===== config.mk =====
export PLATFORM = sky130hd
export DESIGN_NAME = casc_counter
export DESIGN_NICKNAME = d
export VERILOG_FILES = /design/src/rtl/cnt_pkg.sv /design/src/rtl/cnt_mode_sel.sv /design/src/rtl/cnt_next_val.sv /design/src/rtl/cnt_tc_decode.sv /design/src/rtl/cnt_state_reg.sv /design/src/rtl/casc_counter.sv
export SDC_FILE = /design/constraint.sdc
export NUM_CORES = 1
export LEC_CHECK = 0
export BUFFER_PORTS_ARGS = -buffer_cell sky130_fd_sc_hd__buf_4
export CAP_MARGIN = 20
export CORE_AREA = 10 10 47 49
export CTS_CLUSTER_DIAMETER = 50
export DETAILED_ROUTE_END_ITERATION = 10
export DIE_AREA = 0 0 57 59
export PLACE_DENSITY_LB_ADDON = 0.2
export SLEW_MARGIN = 10
export SYNTH_ARGS = -nofsm -noshare
export SYNTH_HDL_FRONTEND = slang
export SYNTH_HIERARCHICAL = 1
export SYNTH_SLANG_ARGS = --single-unit

===== constraint.sdc =====
create_clock -name clk -period 3.4 [get_ports clk]
set_input_delay 0.68 -clock clk [delete_from_list [all_inputs] [get_ports clk]]
set_output_delay 0.68 -clock clk [all_outputs]
set_load 0.005 [all_outputs]

===== src/rtl/cnt_pkg.sv =====
package cnt_pkg;
  typedef enum logic [1:0] {
    OP_CLEAR = 2'd0,
    OP_LOAD  = 2'd1,
    OP_COUNT = 2'd2,
    OP_HOLD  = 2'd3
  } cnt_op_e;

  // Step of the count sequence: wraps at top, odd codes above top go to zero
  function automatic logic [31:0] step_of(input logic [31:0] cur,
                                          input logic [31:0] top,
                                          input bit          decade);
    logic [31:0] nxt;
    if (cur == top)                          nxt = '0;
    else if (decade && cur > top && cur[0])  nxt = '0;
    else                                     nxt = cur + 32'd1;
    return nxt;
  endfunction
endpackage


===== src/rtl/cnt_mode_sel.sv =====
module cnt_mode_sel
  import cnt_pkg::*;
(
  input  logic    clr_n,
  input  logic    load_n,
  input  logic    en_p,
  input  logic    en_t,
  output cnt_op_e op
);
  always_comb begin
    if (!clr_n)              op = OP_CLEAR;
    else if (!load_n)        op = OP_LOAD;
    else if (en_p && en_t)   op = OP_COUNT;
    else                     op = OP_HOLD;
  end
endmodule


===== src/rtl/cnt_next_val.sv =====
module cnt_next_val
  import cnt_pkg::*;
#(
  parameter int W      = 4,
  parameter bit DECADE = 1'b1
) (
  input  cnt_op_e        op,
  input  logic [W-1:0]   cur,
  input  logic [W-1:0]   din,
  output logic [W-1:0]   nxt
);
  localparam logic [31:0] TOP = DECADE ? 32'd9 : ((32'd1 << W) - 32'd1);

  logic [31:0] stepped;

  always_comb begin
    stepped = step_of(32'(cur), TOP, DECADE);
    unique case (op)
      OP_CLEAR: nxt = '0;
      OP_LOAD:  nxt = din;
      OP_COUNT: nxt = stepped[W-1:0];
      default:  nxt = cur;
    endcase
  end
endmodule


===== src/rtl/cnt_tc_decode.sv =====
module cnt_tc_decode #(
  parameter int W      = 4,
  parameter bit DECADE = 1'b1
) (
  input  logic [W-1:0] cur,
  input  logic         en_t,
  output logic         tc
);
  localparam logic [W-1:0] TOP = DECADE ? W'(9) : {W{1'b1}};

  assign tc = en_t && (cur == TOP);
endmodule


===== src/rtl/cnt_state_reg.sv =====
module cnt_state_reg #(
  parameter int W         = 4,
  parameter bit ASYNC_CLR = 1'b0
) (
  input  logic         clk,
  input  logic         clr_n,
  input  logic [W-1:0] nxt,
  output logic [W-1:0] cur
);
  generate
    if (ASYNC_CLR) begin : g_async
      always_ff @(posedge clk or negedge clr_n) begin
        if (!clr_n) cur <= '0;
        else        cur <= nxt;
      end
    end else begin : g_sync
      always_ff @(posedge clk) begin
        cur <= nxt;
      end
    end
  endgenerate
endmodule


===== src/rtl/casc_counter.sv =====
module casc_counter
  import cnt_pkg::*;
#(
  parameter int W         = 4,
  parameter bit DECADE    = 1'b1,
  parameter bit ASYNC_CLR = 1'b0
) (
  input  logic         clk,
  input  logic         clr_n,
  input  logic         load_n,
  input  logic [W-1:0] din,
  input  logic         en_p,
  input  logic         en_t,
  output logic [W-1:0] q,
  output logic         tc
);
  cnt_op_e      op;
  logic [W-1:0] nxt;

  cnt_mode_sel u_sel (
    .clr_n  (clr_n),
    .load_n (load_n),
    .en_p   (en_p),
    .en_t   (en_t),
    .op     (op)
  );

  cnt_next_val #(.W(W), .DECADE(DECADE)) u_next (
    .op  (op),
    .cur (q),
    .din (din),
    .nxt (nxt)
  );

  cnt_state_reg #(.W(W), .ASYNC_CLR(ASYNC_CLR)) u_reg (
    .clk   (clk),
    .clr_n (clr_n),
    .nxt   (nxt),
    .cur   (q)
  );

  cnt_tc_decode #(.W(W), .DECADE(DECADE)) u_tc (
    .cur  (q),
    .en_t (en_t),
    .tc   (tc)
  );
endmodule


# Word-level counts from Yosys, hierarchy flattened
# Cells that the tools add are included.
# word_totals
word_cells	17
reg_bits	4
# op_classes
n_eq_ne	3
n_mux	6
add_sub_neg	1
reduce_logical	5
magnitude_cmp	1
# op_table
op	count
$pmux 4 s3	1
$mux 4	2
$add 4x1->4 const B	1
$eq 4x4->1 const B	1
$gt 4x4->1 const B	1
$mux 2	2
$logic_and 1x1->1	3
$reduce_bool 3->1	1
$eq 2x1->1 const B	1
$eq 2x2->1 const B	1
$logic_not 2->1	1
$mux 1	1

# Longest topological paths before layout
# Gate-level depths: netlist (run 1).
# logic_depth
depth_word	6
mapped_depth	5

# Cells and area by module
# The synthesis (run 1) kept the hierarchy.
# by_module_without_submodules
module	area_per_inst_um2	cells_each	n_inst	seq_area_each_um2
cnt_next_val	201.4	25	1	0.0
cnt_state_reg	80.1	4	1	80.1
cnt_mode_sel	17.5	3	1	0.0
cnt_tc_decode	12.5	2	1	0.0

# Worst setup path before layout (run 1)
# OpenSTA, ideal clock, no wires.
# synth_path
path_kind	input -> output
start	input port en_t
end	output port tc
path_stages	2
required_ps	2720
arrival_ps	876
slack_ps	1844
path_cell_list	nand4b_1 > nor2_1
# synth_between
elab_chain_cells	1
# synth_lines
element	line	rtl
start: declaration	casc_counter.sv:13	input logic en_t,
$logic_and 1x1->1	cnt_tc_decode.sv:11	assign tc = en_t && (cur == TOP);
end: declaration	casc_counter.sv:15	output logic tc
# No other way between the ends.

# Worst setup path after layout (run 1)
# Ends and elaborated chain as after synthesis.

==> results_dict.tcl, run 1 <==
set metrics [dict create \
    outcome "complete, no violations" \
    path_cells "buf_4, nand4b_1, nor2_1, buf_4" \
    postCtsHoldBufs 0 \
    drive_above_1_share 0.480 \
    switching_share 0.285 \
    p_leak_nw 0.208 \
    clkSinkCount 4 \
    intPower_mw 0.116 \
    cap_viol_max_count 0 \
    tns_ns 0 \
    final_antenna_net_count 0 \
    finalCriticalPeriod_ns 1.75 \
    coreArea_um2 1400 \
    drt-pass1-iter-count 4 \
    max_freq_ghz 0.572 \
    ys_seq_area_frac 0.257 \
    boundaryPins 14 \
    grt_use_total 0.0519 \
    finClkSkew_ns 0.00206 \
    reg_top3 "u_reg/cur (4)" \
    hold_viol 0 \
    crit_slowest_cell "buf_4" \
    cp_max_fo 2 \
    cts-resized-gates 0 \
    required_ns 2.72 \
    grt_pass1_vias 321 \
    route.detailed.drc 0 \
    insertion_delay_ns 0.24 \
    avgSynthCellArea_um2 9.16 \
    crit_top_cell "buf_4" \
    slew_violations 0 \
    synth_top_family_by_area "simple AND/OR/NAND/NOR gates" \
    post_drt_wl_per_cell_um 12.6 \
    start_kind "primary input" \
    syn-num-nets 46 \
    rows 14 \
    htree_levels 1 \
    crit_family "buffers and inverters" \
    fin_nets 64 \
    cts_root_buf "clkbuf_4" \
    p_per_area_nw_per_um2 359 \
    place_inst 63 \
    tightest_slew_ns 0.390 \
    hp-class "flip-flop to flip-flop" \
    synth_xor_area_frac 0.0562 \
    ctsLongestPathBuffers 2 \
    synth_compound_area_frac 0.177 \
    critPathBufInv 2 \
    setup_viol 0 \
    grt_pass1_wl_um 1370 \
    clockPowerShare 0.373 \
    stdcell_count 66 \
    relSlewSlack 0.739 \
    vias_per_cell 4.42 \
    power_frac_seq 0.373 \
    largest_reg_flops 4 \
    area_growth_pct 45.0 \
    yosysWarnings 6 \
    cts_tree "built" \
    synth_mux_area_frac 0.145 \
    preCtsSetupSlack_ns 1.65 \
    synth_area_um2 312 \
    regMostFlops "u_reg/cur" \
    synth_simple_gate_area_frac 0.197 \
    cp-end-kind "primary output" \
    vias 292 \
    ys_seq_elements 4 \
    gr-total-overflow 0 \
    initial_core_util 0.222 \
    layout_commonest_cell "buf_4" \
    synth_cell_type_count 19 \
    antenna_found_initial 0 \
    cts-buffers-inserted 3 \
    finalCritPeriodShare 0.514 \
    fp.dieH_um 59 \
    path_class "primary input to primary output" \
    fp.dieArea_um2 3360 \
    final_cell_mix "13 x buf_4, 4 x inv_1, 4 x nand2_1, 4 x dfxtp_1" \
    critPathArrivalTime_ns 1.07 \
    synthCells 34 \
    pwr-share-comb 0.255 \
    wl_um 832 \
    switchingPower_mw 0.0462 \
    synthAdderAreaFrac 0.120 \
    drtIter0Drc 6 \
    grt_max_degree 9 \
    rsz0062_at_grt "no" \
    hpwl_um 641 \
    place_congestion 0.669 \
    max_stage_delay_ns 0.12 \
    setup_slack_ns 1.65 \
    die_w_um 57 \
    io_buffers 13 \
    vdd_drop_max_mv 0.208 \
    clk_pin_slew_worst_paths_ns 0.04 \
    cts_setup_buffers 0 \
    antenna_cells 0 \
]
==> through the flow <==
stage	total power, mW	utilization	instance area, µm²	hold slack [ns]
final	0.162	0.322	452	0.647
after global routing	0.175	0.322	452	0.695
after CTS	0.166	0.322	452	0.649
after detailed placement	0.103	0.306	429	0.640
after global placement	0.103	0.306	429	0.642
after floorplan	0.0825	-	312	0.603
==> final timing paths <==
check	startpoint	to	slack, ns	depth (start not counted)
max	en_t	tc	1.65	4
min	u_reg/cur[2]$_DFF_P_	u_reg/cur[2]$_DFF_P_	0.65	2
max reg2reg	u_reg/cur[0]$_DFF_P_	u_reg/cur[2]$_DFF_P_	2.02	5
min reg2reg	u_reg/cur[2]$_DFF_P_	u_reg/cur[2]$_DFF_P_	0.65	2
==> synth_stat cells (all sizes together) <==
master / n / area, µm²
mux2: 4 / 45.0
nand3b: 1 / 7.51
and2: 1 / 7.51
dfxtp: 4 / 80.1
o211ai: 1 / 12.5
nand3: 1 / 5.00
o21ai: 3 / 26.3
a32o: 1 / 10.0
and2b: 1 / 7.51
nor2: 1 / 3.75
xor2: 1 / 8.76
nand4b: 1 / 8.76
inv: 4 / 15.0
xnor2: 1 / 8.76
nor2b: 1 / 6.26
ha: 3 / 37.5
a31oi: 1 / 6.26
nand2: 4 / 15.0
==> final cells by class <==
class,instances,area [µm²]
Sequential cell,4,80.1
Timing Repair Buffer,13,97.6
Tap cell,16,20.0
Fill cell,157,950
Multi-Input combinational cell,26,216
Inverter,4,15.0
Clock buffer,3,22.5
==> routing by layer <==
metal / up-vias / global-route usage / part of all wire
met5: - / 0 / 0
met4: 0 / 0.0201 / 0
met3: 0 / 0.0494 / 0.13
met2: 12 / 0.0713 / 0.41
met1: 130 / 0.0537 / 0.47
li1: 150 / - / -
==> power by group through the flow <==
stage	logic (mW)	registers [mW]	clock network (mW)
2_1_floorplan	0.0234	0.0592	0
3_3_place_gp	0.0418	0.0613	0
3_5_place_dp	0.0416	0.0611	0
4_1_cts	0.0418	0.0603	0.0640
5_1_grt	0.0468	0.0614	0.0669
6_report	0.0413	0.0604	0.0604
==> worst reg2reg max path, stage by stage, from the launching register on <==
cell and delay [ns]:
dfxtp_1 0.46, inv_1 0.12, ha_1 0.21, nor2b_1 0.13, o211ai_2 0.26, o21ai_2 0.09
==> cells by family after synthesis <==
logic type	Yosys count
flip-flops	4
AND/OR/NAND/NOR	11
multiplexers	4
AO/OA/AOI/OAI	6
XOR/XNOR	2
adder cells (fa/ha/maj)	3
buffers and inverters	4
Note: power is estimated with default switching activity, not from simulation.
==> inputs of run 2 (changes only) <==
ABC_AREA = 1   (was not set)
clock period = 1.5 ns   (was 3.4 ns; I/O delays follow)
==> results_dict.tcl, run 2 <==
set metrics [dict create \
    outcome "complete, no violations" \
    hold_ws_ns 0.343 \
    vias_per_cell 4.44 \
    path_class "flip-flop to primary output" \
    place_inst 85 \
    fp.dieH_um 59 \
    htree_levels 1 \
    tightest_slew_ns 0.305 \
    critPathArrivalTime_ns 1.02 \
    grt_max_degree 10 \
    fin_nets 86 \
    setup_viol 0 \
    io_buffers 13 \
    final_cell_mix "15 x nand2_1, 14 x buf_4, 12 x nand3_1, 10 x inv_1, 4 x dfxtp_1" \
    drt-pass1-iter-count 4 \
    synth_top_area_share 0.221 \
    stdcell_count 88 \
    cap_viol_max_count 0 \
    layout_commonest_cell "nand2_1" \
    intPower_mw 0.258 \
    hold_depth 3 \
    synth_flop_cell "dfxtp_1" \
    vias 391 \
    synth_area_um2 363 \
    design_area_um2 497 \
    dpl_cell_area_um2 474 \
    required_ns 1.20 \
    reg_top3 "u_reg/cur (4)" \
    largest_reg_flops 4 \
    antenna_found_initial 0 \
    ys_seq_elements 4 \
    switching_share 0.294 \
    power_frac_seq 0.376 \
    regMostFlops "u_reg/cur" \
    synthArstFlopShare 0 \
    r2r-end "u_reg/cur[2]$_DFF_P_" \
    drtIter0Drc 8 \
    synthCells 56 \
    cts_tree "built" \
    critPathLaunch "u_reg/cur[2]$_DFF_P_" \
    r2r_cells 6 \
    vdd_drop_max_mv 0.347 \
    ys_top_cells_by_area "dfxtp_1 22%, nand3_1 17%, nand2_1 16%, ha_1 10%, inv_1 10%" \
    pwr-share-comb 0.280 \
    yosysTopAreaCell "dfxtp_1" \
    initial_core_util 0.259 \
    cts_setup_buffers 0 \
    rows 14 \
    cp-end-kind "primary output" \
    preCtsSetupSlack_ns 0.268 \
    area_growth_pct 36.9 \
    post_drt_wl_per_cell_um 10.4 \
    cts-resized-gates 0 \
    slew_violations 0 \
    yosysWarnings 6 \
    crit-reg2reg-launch "u_reg/cur[0]$_DFF_P_" \
    clk_pin_slew_worst_paths_ns 0.04 \
    rsz0062_at_grt "no" \
    route.detailed.drc 0 \
    hpwl_um 764 \
    synth_edf_count 0 \
    boundaryPins 14 \
    final_antenna_net_count 0 \
    gr-total-overflow 0 \
    antenna_cells 0 \
    p_per_area_nw_per_um2 736 \
    grt_pass1_vias 393 \
    synth_commonest_cells "15 x nand2_1, 12 x nand3_1, 10 x inv_1" \
    p_leak_nw 0.267 \
    coreArea_um2 1400 \
    cts_root_buf "clkbuf_4" \
    cts-buffers-inserted 3 \
    syn-num-nets 68 \
    clockPowerShare 0.344 \
    insertion_delay_ns 0.23 \
    cp_max_fo 7 \
    fp.dieArea_um2 3360 \
    clkSinkCount 4 \
    hold_viol 0 \
    relSlewSlack 0.797 \
    avgSynthCellArea_um2 6.48 \
    r2r_slack_ns 0.28 \
    switchingPower_mw 0.108 \
    final_util 0.354 \
    finalCritPeriodShare 0.883 \
    synth_cell_type_count 14 \
    holdCritStartpoint "din[0]" \
    setup_slack_ns 0.176 \
    tns_ns 0 \
    die_w_um 57 \
    grt_pass1_wl_um 1590 \
    ctsLongestPathBuffers 2 \
    max_freq_ghz 0.755 \
    postCtsHoldBufs 0 \
    finClkSkew_ns 0.000991 \
    start_kind "flip-flop" \
    drive_above_1_share 0.347 \
    synth_most_common_cell "nand2_1" \
    place_congestion 0.772 \
    wl_um 916 \
    total_power_mw 0.366 \
    grt_use_total 0.0564 \
    hp-class "primary input to flip-flop" \
    finalCriticalPeriod_ns 1.32 \
    hold_end "u_reg/cur[0]$_DFF_P_" \
    ys_seq_area_frac 0.221 \
]
-- run 2: final cells by class --
class	count	area (µm²)
flip-flops and latches	4	80.1
inverters	12	45.0
fillers	173	905
multi-input cells	39	224
well taps	16	20.0
clock buffers	3	22.5
repair buffers	14	105
-- run 2: cell families after synthesis --
| logic type | after synthesis | share of synthesized area |
|---|---|---|
| buffers and inverters | 13 | 0.162 |
| DFF | 4 | 0.221 |
| xor gates and xnor gates | 1 | 0.0241 |
| and+or+nand+nor | 34 | 0.476 |
| AOI/OAI and AO/OA | 1 | 0.0138 |
| adders and majority gates | 3 | 0.103 |
-- run 2: power by group through the flow --
stage	clock network (mW)	logic [mW]	registers (mW)
5_1_grt	0.142	0.116	0.141
6_report	0.126	0.102	0.137
3_5_place_dp	0	0.104	0.139
2_1_floorplan	0	0.0556	0.137
3_3_place_gp	0	0.103	0.139
4_1_cts	0.134	0.104	0.137
-- run 2: worst max path at each step --
| stage | end | slack (ns) | cells past startpoint |
|---|---|---|---|
| after detailed placement | u_reg/cur[3]$_DFF_P_ | 0.27 | 6 |
| after floorplan | u_reg/cur[2]$_DFF_P_ | 0.36 | 6 |
| after global routing | tc | 0.09 | 3 |
| after CTS | tc | 0.16 | 4 |
| after global placement | u_reg/cur[2]$_DFF_P_ | 0.29 | 6 |
| final | tc | 0.18 | 4 |
-- run 2: metal layers --
metal  routed length, µm  vias to the layer above  track usage
li1                    -                      210            -
met1                 426                      168       0.0636
met2                 419                       11       0.0899
met3                  53                        2       0.0215
met4                  16                        0       0.0302
met5                   0                        -            0
-- run 2: worst max-delay path, stage by stage, from the launching register on --
cell,delay [ns]
dfxtp_1,0.48
inv_1,0.09
nand3_2,0.07
nor2_2,0.03
buf_4,0.12
